[src/rtl/uart_txq.sv]
`timescale 1ns/1ps
module uart_txq #(
  parameter int DEPTH = 32,
  parameter int AW    = 6
) (
  input  logic          clk,
  input  logic          rst_n,
  input  logic          req_valid,
  input  logic          req_write,
  input  logic [AW-1:0] req_addr,
  input  logic [31:0]   req_wdata,
  output logic [31:0]   rsp_rdata,
  output logic          tx_valid,
  output logic [7:0]    tx_byte,
  input  logic          tx_ready,
  output logic          tx_drop,
  input  logic          rx_valid,
  input  logic [7:0]    rx_byte,
  output logic [3:0]    irq
);
  localparam int PW = $clog2(DEPTH);
  localparam int LW = PW + 1;
  localparam logic [AW-1:0] A_ISTATE = AW'(6'h00);
  localparam logic [AW-1:0] A_IEN    = AW'(6'h04);
  localparam logic [AW-1:0] A_ITEST  = AW'(6'h08);
  localparam logic [AW-1:0] A_CTRL   = AW'(6'h0C);
  localparam logic [AW-1:0] A_STAT   = AW'(6'h10);
  localparam logic [AW-1:0] A_RDATA  = AW'(6'h14);
  localparam logic [AW-1:0] A_WDATA  = AW'(6'h18);
  localparam logic [AW-1:0] A_FCTL   = AW'(6'h1C);
  localparam logic [AW-1:0] A_FSTAT  = AW'(6'h20);
  localparam logic [LW-1:0] FULL_LVL = LW'(DEPTH);

  logic [7:0]    mem [DEPTH];
  logic [PW-1:0] wptr, rptr;
  logic [LW-1:0] level, level_nx;
  logic [3:0]    istate, istate_nx, ienable;
  logic          tx_en, rx_en;
  logic [LW-1:0] tx_thr;
  logic [2:0]    rx_thr;
  logic          rx_idle, rx_empty;
  logic [7:0]    rx_hold;

  wire wr       = req_valid & req_write;
  wire rd       = req_valid & ~req_write;
  wire full     = level == FULL_LVL;
  wire push_req = wr & (req_addr == A_WDATA);
  wire push     = push_req & ~full;
  wire flush    = wr & (req_addr == A_FCTL) & req_wdata[1];
  wire pop      = tx_valid & tx_ready;
  wire rx_take  = rx_valid & rx_en;
  wire tx_mt    = level == '0;

  assign tx_valid = tx_en & ~tx_mt;
  assign tx_byte  = mem[rptr];
  assign tx_drop  = push_req & full;
  assign irq      = istate & ienable;

  assign level_nx = flush ? '0 : level + LW'(push) - LW'(pop);

  wire wm_set    = push & (level_nx >= tx_thr);
  wire wm_clr    = (pop | flush) & (level_nx < tx_thr);
  wire empty_set = pop & ~push & (level == LW'(1));

  always_comb begin
    istate_nx = istate;
    if (wr && req_addr == A_ISTATE) istate_nx = istate_nx & ~req_wdata[3:0];
    if (wm_set)      istate_nx[0] = 1'b1;
    else if (wm_clr) istate_nx[0] = 1'b0;
    if (rx_take && rx_thr == '0) istate_nx[1] = 1'b1;
    if (empty_set)               istate_nx[2] = 1'b1;
    if (rx_take && !rx_empty)    istate_nx[3] = 1'b1;
    if (wr && req_addr == A_ITEST) istate_nx = istate_nx | req_wdata[3:0];
  end

  always_ff @(posedge clk) begin
    if (push) mem[wptr] <= req_wdata[7:0];
  end

  always_ff @(posedge clk or negedge rst_n) begin
    if (!rst_n) begin
      wptr <= '0; rptr <= '0; level <= '0;
      istate <= '0; ienable <= '0;
      tx_en <= 1'b0; rx_en <= 1'b0;
      tx_thr <= '0; rx_thr <= '0;
      rx_idle <= 1'b1; rx_empty <= 1'b1; rx_hold <= '0;
    end else begin
      level  <= level_nx;
      istate <= istate_nx;
      if (flush) begin
        wptr <= '0;
        rptr <= '0;
      end else begin
        if (push) wptr <= wptr + PW'(1);
        if (pop)  rptr <= rptr + PW'(1);
      end
      if (wr && req_addr == A_IEN) ienable <= req_wdata[3:0];
      if (wr && req_addr == A_CTRL) begin
        tx_en <= req_wdata[0];
        rx_en <= req_wdata[1];
      end
      if (wr && req_addr == A_FCTL) begin
        tx_thr <= req_wdata[8 +: LW];
        rx_thr <= req_wdata[18:16];
      end
      if (rx_take) begin
        rx_hold  <= rx_byte;
        rx_idle  <= 1'b0;
        rx_empty <= 1'b0;
      end else if (rd && req_addr == A_RDATA) begin
        rx_idle  <= 1'b1;
        rx_empty <= 1'b1;
      end
    end
  end

  always_comb begin
    rsp_rdata = '0;
    if (rd) begin
      unique case (req_addr)
        A_ISTATE: rsp_rdata[3:0] = istate;
        A_IEN:    rsp_rdata[3:0] = ienable;
        A_CTRL:   rsp_rdata[1:0] = {rx_en, tx_en};
        A_STAT:   rsp_rdata[5:0] = {rx_empty, rx_idle, tx_mt, tx_mt, ~rx_empty, full};
        A_RDATA:  rsp_rdata[7:0] = rx_hold;
        A_FCTL: begin
          rsp_rdata[8 +: LW] = tx_thr;
          rsp_rdata[18:16]   = rx_thr;
        end
        A_FSTAT:  rsp_rdata[LW-1:0] = level;
        default:  rsp_rdata = '0;
      endcase
    end
  end

  p_level_cap_r6: assert property (@(posedge clk) disable iff (!rst_n)
    level <= FULL_LVL);
  p_full_hold_r6: assert property (@(posedge clk) disable iff (!rst_n)
    (tx_drop && !pop) |=> (level == FULL_LVL));
  p_no_drain_r8: assert property (@(posedge clk) disable iff (!rst_n)
    (!tx_en && !push && !flush) |=> $stable(level));
  p_empty_irq_r8: assert property (@(posedge clk) disable iff (!rst_n)
    (pop && !push && level == LW'(1)) |=> istate[2]);
  p_flush_r9: assert property (@(posedge clk) disable iff (!rst_n)
    flush |=> (level == '0 && tx_valid == 1'b0));
  p_test_sets_r4: assert property (@(posedge clk) disable iff (!rst_n)
    (wr && req_addr == A_ITEST) |=> ((istate & $past(req_wdata[3:0])) == $past(req_wdata[3:0])));
  p_pushpop_r12: assert property (@(posedge clk) disable iff (!rst_n)
    (push && pop) |=> $stable(level));
endmodule

[config.mk]
export PLATFORM = sky130hd
export DESIGN_NAME = uart_txq
export DESIGN_NICKNAME = d
export VERILOG_FILES = /design/src/rtl/uart_txq.sv
export SDC_FILE = /design/constraint.sdc
export NUM_CORES = 1
export LEC_CHECK = 0
export BUFFER_PORTS_ARGS = -buffer_cell sky130_fd_sc_hd__buf_2
export CORE_MARGIN = 5
export CORE_UTILIZATION = 45
export CTS_CLUSTER_DIAMETER = 30
export DETAILED_ROUTE_END_ITERATION = 8
export PLACE_DENSITY = 0.64
export SLEW_MARGIN = 20
export SYNTH_ARGS = -nofsm -noshare
export SYNTH_HDL_FRONTEND = slang
export SYNTH_SLANG_ARGS = --single-unit
[constraint.sdc]
create_clock -name clk -period 4.4 [get_ports clk]
set_input_delay 0.66 -clock clk [delete_from_list [all_inputs] [get_ports clk]]
set_output_delay 0.66 -clock clk [all_outputs]
set_load 0.02 [all_outputs]
==> Word-level counts from Yosys, hierarchy flattened <==
Memory sizes are Yosys's and may differ from the RTL's.
Cells that the tools add are included.
{ "op_classes": {"addsub": 4, "n_lt_le_gt_ge": 2, "eq_ne": 10, "mux": 23, "bitwise_logic": 24, "reduce_logical": 15} }
{ "ops": {"columns": ["op", "n"], "rows": [
  ["== test 6 x 5 -> 1 bit, second input constant", 4],
  ["two-way mux 5 bit", 4],
  ["two-way mux 19 bit", 1],
  ["bitwise AND 1 bit", 14],
  ["== test 6 x 4 -> 1 bit, second input constant", 2],
  ["== test 6 bit, second input constant", 2],
  ["zero test 6 bit", 2],
  ["two-way mux 6 bit", 2],
  ["one-hot mux 2 bit (6 select lines)", 1],
  ["adder 5 x 1 -> 5 bit, second input constant", 2],
  ["one-hot mux 2 bit (5 select lines)", 1],
  ["two-way mux 1 bit", 9],
  ["bitwise AND 4 bit", 2],
  ["logical AND 1 bit", 8],
  ["two-way mux 4 bit", 2],
  ["adder 6 x 1 -> 6 bit", 1],
  ["== test 6 x 1 -> 1 bit, second input constant", 1],
  ["== test 6 x 3 -> 1 bit, second input constant", 1],
  ["greater-or-equal comparator 6 bit", 1],
  ["< comparator 6 bit", 1],
  ["one-hot mux 2 bit (3 select lines)", 1],
  ["nonzero test 2 bit", 3],
  ["subtractor 6 x 1 -> 6 bit", 1],
  ["NOT 1 bit", 5],
  ["other kinds (7)", 7]
]} }
{ "word_totals": {"register_bits": 44, "ramBits": 256, "input_bits": 52, "out_inout_bits": 46, "wordCells": 90, "n_memories": 1} }
{ "mem_list": {"columns": ["memory", "depth", "width", "read_ports", "rd_clocked_by_memory_dff", "wr", "line", "source"], "rows": [
  ["mem", 32, 8, 1, 0, 1, "34", "logic [7:0] mem [DEPTH];"]
]} }

==> Logic depth before layout (Yosys ltp) <==
{ "depth": {"ltp_word": 12, "depth_mapped": 18, "depth_no_buf": 18} }

==> Worst setup path before layout <==
Ideal clock, no wire load.
{ "synth_path": {"path_type": "input to register", "from": "input req_addr[1]", "to": "register istate[0]", "setup_time_ns": 0.126, "arrival_ns": 4.301, "required_ns": 4.274, "slack_ns": -0.027, "cell_stages": 17, "n_path_buf": 1, "cell_sequence": "or4b_1 clkbuf_2 nor3_2 inv_1 ha_1 inv_1 ha_1 fa_1 a21oi_1 o21bai_1 xnor2_1 nor2_1 ha_1 a21o_1 a21o_1 o311a_1 a221o_1"} }
{ "synth_between": {"elab_chain_cells": 12, "elab_cells_between_ends": 23, "cone_classes": "2 x add/sub; 2 x order compare; 3 x eq/ne; 5 x mux; 8 x bitwise; 3 x reduce/logical"} }
{ "synth_lines": {"columns": ["element", "line", "source"], "rows": [
  ["from (decl)", "10", "input logic [AW-1:0] req_addr,"],
  ["== test 6 x 5 -> 1 bit", "47", "wire push_req = wr & (req_addr == A_WDATA);"],
  ["bitwise AND 1 bit", "47", null],
  ["bitwise AND 1 bit", "48", "wire push = push_req & ~full;"],
  ["adder 6 x 1 -> 6 bit", "59", "assign level_nx = flush ? '0 : level + LW'(push) - LW'(pop);"],
  ["subtractor 6 x 1 -> 6 bit", "59", null],
  ["two-way mux 6 bit *", "59", null],
  ["net level_nx[4]", "36", "logic [LW-1:0] level, level_nx;"],
  ["< comparator 6 bit", "62", "wire wm_clr = (pop | flush) & (level_nx < tx_thr);"],
  ["bitwise AND 1 bit", "62", null],
  ["two-way mux 1 bit", "69", "else if (wm_clr) istate_nx[0] = 1'b0;"],
  ["two-way mux 1 bit *", "68", "if (wm_set) istate_nx[0] = 1'b1;"],
  ["OR 4 bit", "73", "if (wr && req_addr == A_ITEST) istate_nx = istate_nx | req_wdata[3:0];"],
  ["two-way mux 4 bit *", "73", null],
  ["net istate_nx[0]", "37", "logic [3:0] istate, istate_nx, ienable;"],
  ["to (signal assigned)", "89", "istate <= istate_nx;"],
  ["to (decl)", "37", null]
]} }
Mark *: on every way through the listed nets, which the timed path passes. The rest lies on a longest branch.
A chain may end at the register's enable or synchronous reset.

==> Worst setup path in the final report <==
{ "layout_path": {"from": "register level[3]", "to": "register istate[0]"} }
{ "layout_between": {"elab_chain_cells": 12, "elab_cells_between_ends": 19, "cone_classes": "2 x add/sub; 2 x order compare; 1 x eq/ne; 4 x mux; 9 x bitwise; 1 x reduce/logical"} }
{ "layout_lines": {"columns": ["element", "line", "source"], "rows": [
  ["from (decl)", "36", null],
  ["from (signal assigned)", "88", "level <= level_nx;"],
  ["== test 6 bit or zero test 6 bit (tied branches)", "46, 52", null],
  ["NOT 1 bit, on equally long branches", "48, 54", null],
  ["bitwise AND 1 bit, on equally long branches", "48, 54", null],
  ["adder 6 x 1 -> 6 bit or bitwise AND 1 bit (tied branches)", "59, 50", null],
  ["subtractor 6 x 1 -> 6 bit *", "59", null],
  ["two-way mux 6 bit *", "59", null],
  ["net level_nx[4]", "36", null],
  ["< comparator 6 bit", "62", null],
  ["bitwise AND 1 bit", "62", null],
  ["two-way mux 1 bit", "69", null],
  ["two-way mux 1 bit *", "68", null],
  ["OR 4 bit", "73", null],
  ["two-way mux 4 bit *", "73", null],
  ["net istate_nx[0]", "37", null]
]} }
Marked as above.

==> results_dict.tcl <==
set metrics [dict create \
    status "finished, final reports clean" \
    firstDrtPassIters 5 \
    yosysTopAreaCellShare_pct 60.3 \
    ant_nets 0 \
    ir_worst_vdd_mv 0.355 \
    max_freq_mhz 248 \
    cts-root-buf "clkbuf_16" \
    grt_max_degree 38 \
    antenna_found_initial 0 \
    gp_congestion 0.850 \
    r2r_end "istate[0]" \
    hold_end "tx_thr[2]" \
    finalClockSkew_ns 0.0449 \
    synth_edf_count 256 \
    avgViaCountPerCell 5.47 \
    max_slew_margin_pct 35.2 \
    routedWlPerCell_um 21.4 \
    max_cap_violations 0 \
    dp.cells 1193 \
    die_y_um 178 \
    min_path_cells 3 \
    fin_cells 1297 \
    cp-start-kind "register" \
    dp_slack_ns -0.0750 \
    clk_transition_reported_paths_ns 0.05 \
    fin_ws_ns 0.364 \
    worstPathRequired_ns 4.85 \
    critPathMaxFanout 6 \
    ys_top_cells_by_area "edfxtp_1 60%, mux4_2 9.2%, dfrtp_1 8.4%" \
    diodes 0 \
    min_from "req_wdata[10]" \
    grt_pass1_vias 7458 \
    wl_um 27700 \
    reg2reg_from "level[3]" \
    portBuffers 67 \
    place_area_mm2 0.0136 \
    core_mm2 0.0279 \
    tightestPinTransition_ns 0.970 \
    synth-seq-cells 300 \
    synthArstFlopShare_pct 14.7 \
    r2r_slack_ns 0.36 \
    r2r_cells 19 \
    yosys_most_used_dff "edfxtp_1" \
    rsz0062_at_grt "false" \
    power_density_mw_per_mm2 601 \
    ys.warnings.count 0 \
    num_vias 7100 \
    drtIter0Drc 525 \
    drc 0 \
    crit_type "register to register" \
    cts_tree "yes" \
    grt_overflow 0 \
    cts_made_buffers 54 \
    ys_seq_area_share_pct 69.0 \
    leakage_nw 5.64 \
    ios 98 \
    drv_slew 0 \
    endpoint_kind "register" \
    cts_buffer_depth 3 \
    netlist_area_mm2 0.0127 \
    area_delta_synth_final_pct 21.3 \
    min_period_over_period_pct 91.7 \
    yosysTopAreaCell "edfxtp_1" \
    syn_inst 755 \
    start_util_pct 45.8 \
    final_nets 946 \
    dpl.hpwl_um 17400 \
    yosys.cell_types.count 60 \
    grt_use_total_pct 18.2 \
    min_period_ns 4.04 \
    finalPower_mw 9.29 \
    cts_num_sinks 300 \
    drive_gt1_share_pct 29.3 \
    synth_area_per_cell_um2 16.9 \
    stdcell_area_mm2 0.0155 \
    h-tree-depth 2 \
    fp.dieW_um 178 \
    setup_viol 0 \
    cp_data_arrival_time_ns 4.48 \
    grt_pass1_wl_um 43600 \
    hp-class "input pin to register" \
    die_area_mm2 0.0318 \
    hold_viol 0 \
    row_count 61 \
    insertion_delay_ns 0.57 \
]
-- worst max path at each step --
stage / startpoint / endpoint / slack (ns) / depth (start not counted)
global placement: req_addr[1] / istate[0] / 0.01 / 17
global route: level[3] / istate[0] / 0.01 / 19
finish: level[3] / istate[0] / 0.36 / 19
detailed placement: req_addr[1] / istate[0] / -0.08 / 17
CTS: level[2] / istate[0] / 0.33 / 19
floorplan: req_addr[1] / istate[0] / 0.05 / 17
-- layer usage --
metal	up-vias	track usage, %	wire, µm
li1	3202	-	-
met1	3583	25.7	12000
met2	276	28.9	13300
met3	39	3.77	1830
met4	0	5.12	537
met5	-	0	0
-- metrics by stage --
step           util, %  setup TNS [ns]  hold WS [ns]
2_1_floorplan        -               0         0.364
3_3_place_gp      48.8               0         0.482
3_5_place_dp      48.8         -0.0750         0.490
4_1_cts           55.5               0         0.282
5_1_grt           55.5               0         0.298
6_report          55.5               0         0.296
-- worst max-delay path, cell delays in order, from the launching register on --
cell	delay, ns
dfrtp_1	0.42
inv_1	0.08
ha_1	0.24
nor4bb_1	0.15
buf_4	0.17
nor3_4	0.14
inv_1	0.07
ha_1	0.27
inv_1	0.04
ha_1	0.20
fa_1	0.41
a21oi_1	0.16
o21bai_1	0.09
xnor2_1	0.13
nor2_1	0.14
ha_1	0.27
a21o_1	0.16
a21o_1	0.19
o311a_1	0.34
a221o_1	0.26
-- sequential cells by signal, indices dropped and copies added, names as in the netlist --
name	cells
ienable	4
istate	4
level	6
mem	256
rptr	5
rx_empty	1
rx_en	1
rx_hold	8
rx_thr	3
tx_en	1
tx_thr	6
wptr	5
-- report_power, final --
group / internal, mW / leakage (nW) / total [mW] / switching [mW]
Combinational: 0.913 / 1.91 / 1.82 / 0.908
Clock: 2.67 / 0.883 / 4.10 / 1.43
Sequential: 3.20 / 2.85 / 3.37 / 0.166
-- cell usage in the layout (no fill, tap or decap), types with 5 or more instances in the layout --
master	Yosys	routed
and2_1	20	20
a22oi_1	10	10
a21oi_1	16	16
o221ai_1	8	8
nor2b_1	8	8
clkinv_4	0	5
mux2_2	19	19
clkinv_2	0	5
clkbuf_1	24	7
mux4_2	52	52
o21ai_0	7	7
o22ai_1	7	7
mux2i_1	36	36
a21o_1	5	5
bufinv_16	0	6
nor2_1	56	56
ha_1	20	20
xnor2_1	6	6
clkinvlp_4	0	7
nand3_1	11	11
buf_4	21	33
clkbuf_16	0	54
nand2_1	18	18
edfxtp_1	256	256
conb_1	1	15
nand3b_1	6	6
nor4_1	6	6
a22o_1	7	7
clkinv_1	0	7
buf_2	5	67
inv_1	19	19
a211oi_1	15	15
dfrtp_1	43	41
inv_6	0	6
-- cells by family (layout without fill, tap and decap cells) --
logic type / after synthesis / count (layout) / share of synthesized area (%)
flops: 300 / 300 / 69.0
mux: 107 / 107 / 13.7
other cells: 1 / 15 / 0.0294
xor+xnor: 11 / 11 / 0.815
fa+ha+maj: 21 / 21 / 2.12
buf+inv: 73 / 223 / 2.89
simple gates: 150 / 150 / 6.24
compound gates: 92 / 92 / 5.25
-- Yosys cell counts, types with 3 or more instances --
cell,count
a22oi_1,10
a22o_1,7
buf_2,5
nor4bb_1,3
nand2_1,18
xnor2_1,6
ha_1,20
clkbuf_1,24
xor2_1,4
inv_1,19
o221ai_1,8
nand3b_1,6
o22ai_1,7
dfrtp_1,43
o21ai_0,7
a21o_1,5
a221o_1,4
mux2_2,19
a211oi_1,15
buf_4,21
nor2_1,56
mux4_2,52
nand2b_1,3
mux2i_1,36
and3_1,4
edfxtp_1,256
nand3_1,11
nor2b_1,8
nor4_1,6
a21oi_1,16
and2_1,20
-- timing repair --
action                                  4_1_cts  5_1_grt
setup buffers                                 0        1
hold endpoints to repair                     13        0
endpoints found under the setup margin        0        1
resized for setup                             0        0
hold buffers                                  1        0
-- layout make-up --
| type | count | area (µm²) |
|---|---|---|
| sequential | 300 | 8790 |
| clock inverter | 39 | 450 |
| multi-input combinational | 396 | 3650 |
| fill | 2168 | 12400 |
| clock buffer | 63 | 1410 |
| tap | 378 | 473 |
| timing repair buffer | 102 | 613 |
| inverter | 19 | 71.3 |
Power figures use the tool's default switching activity.
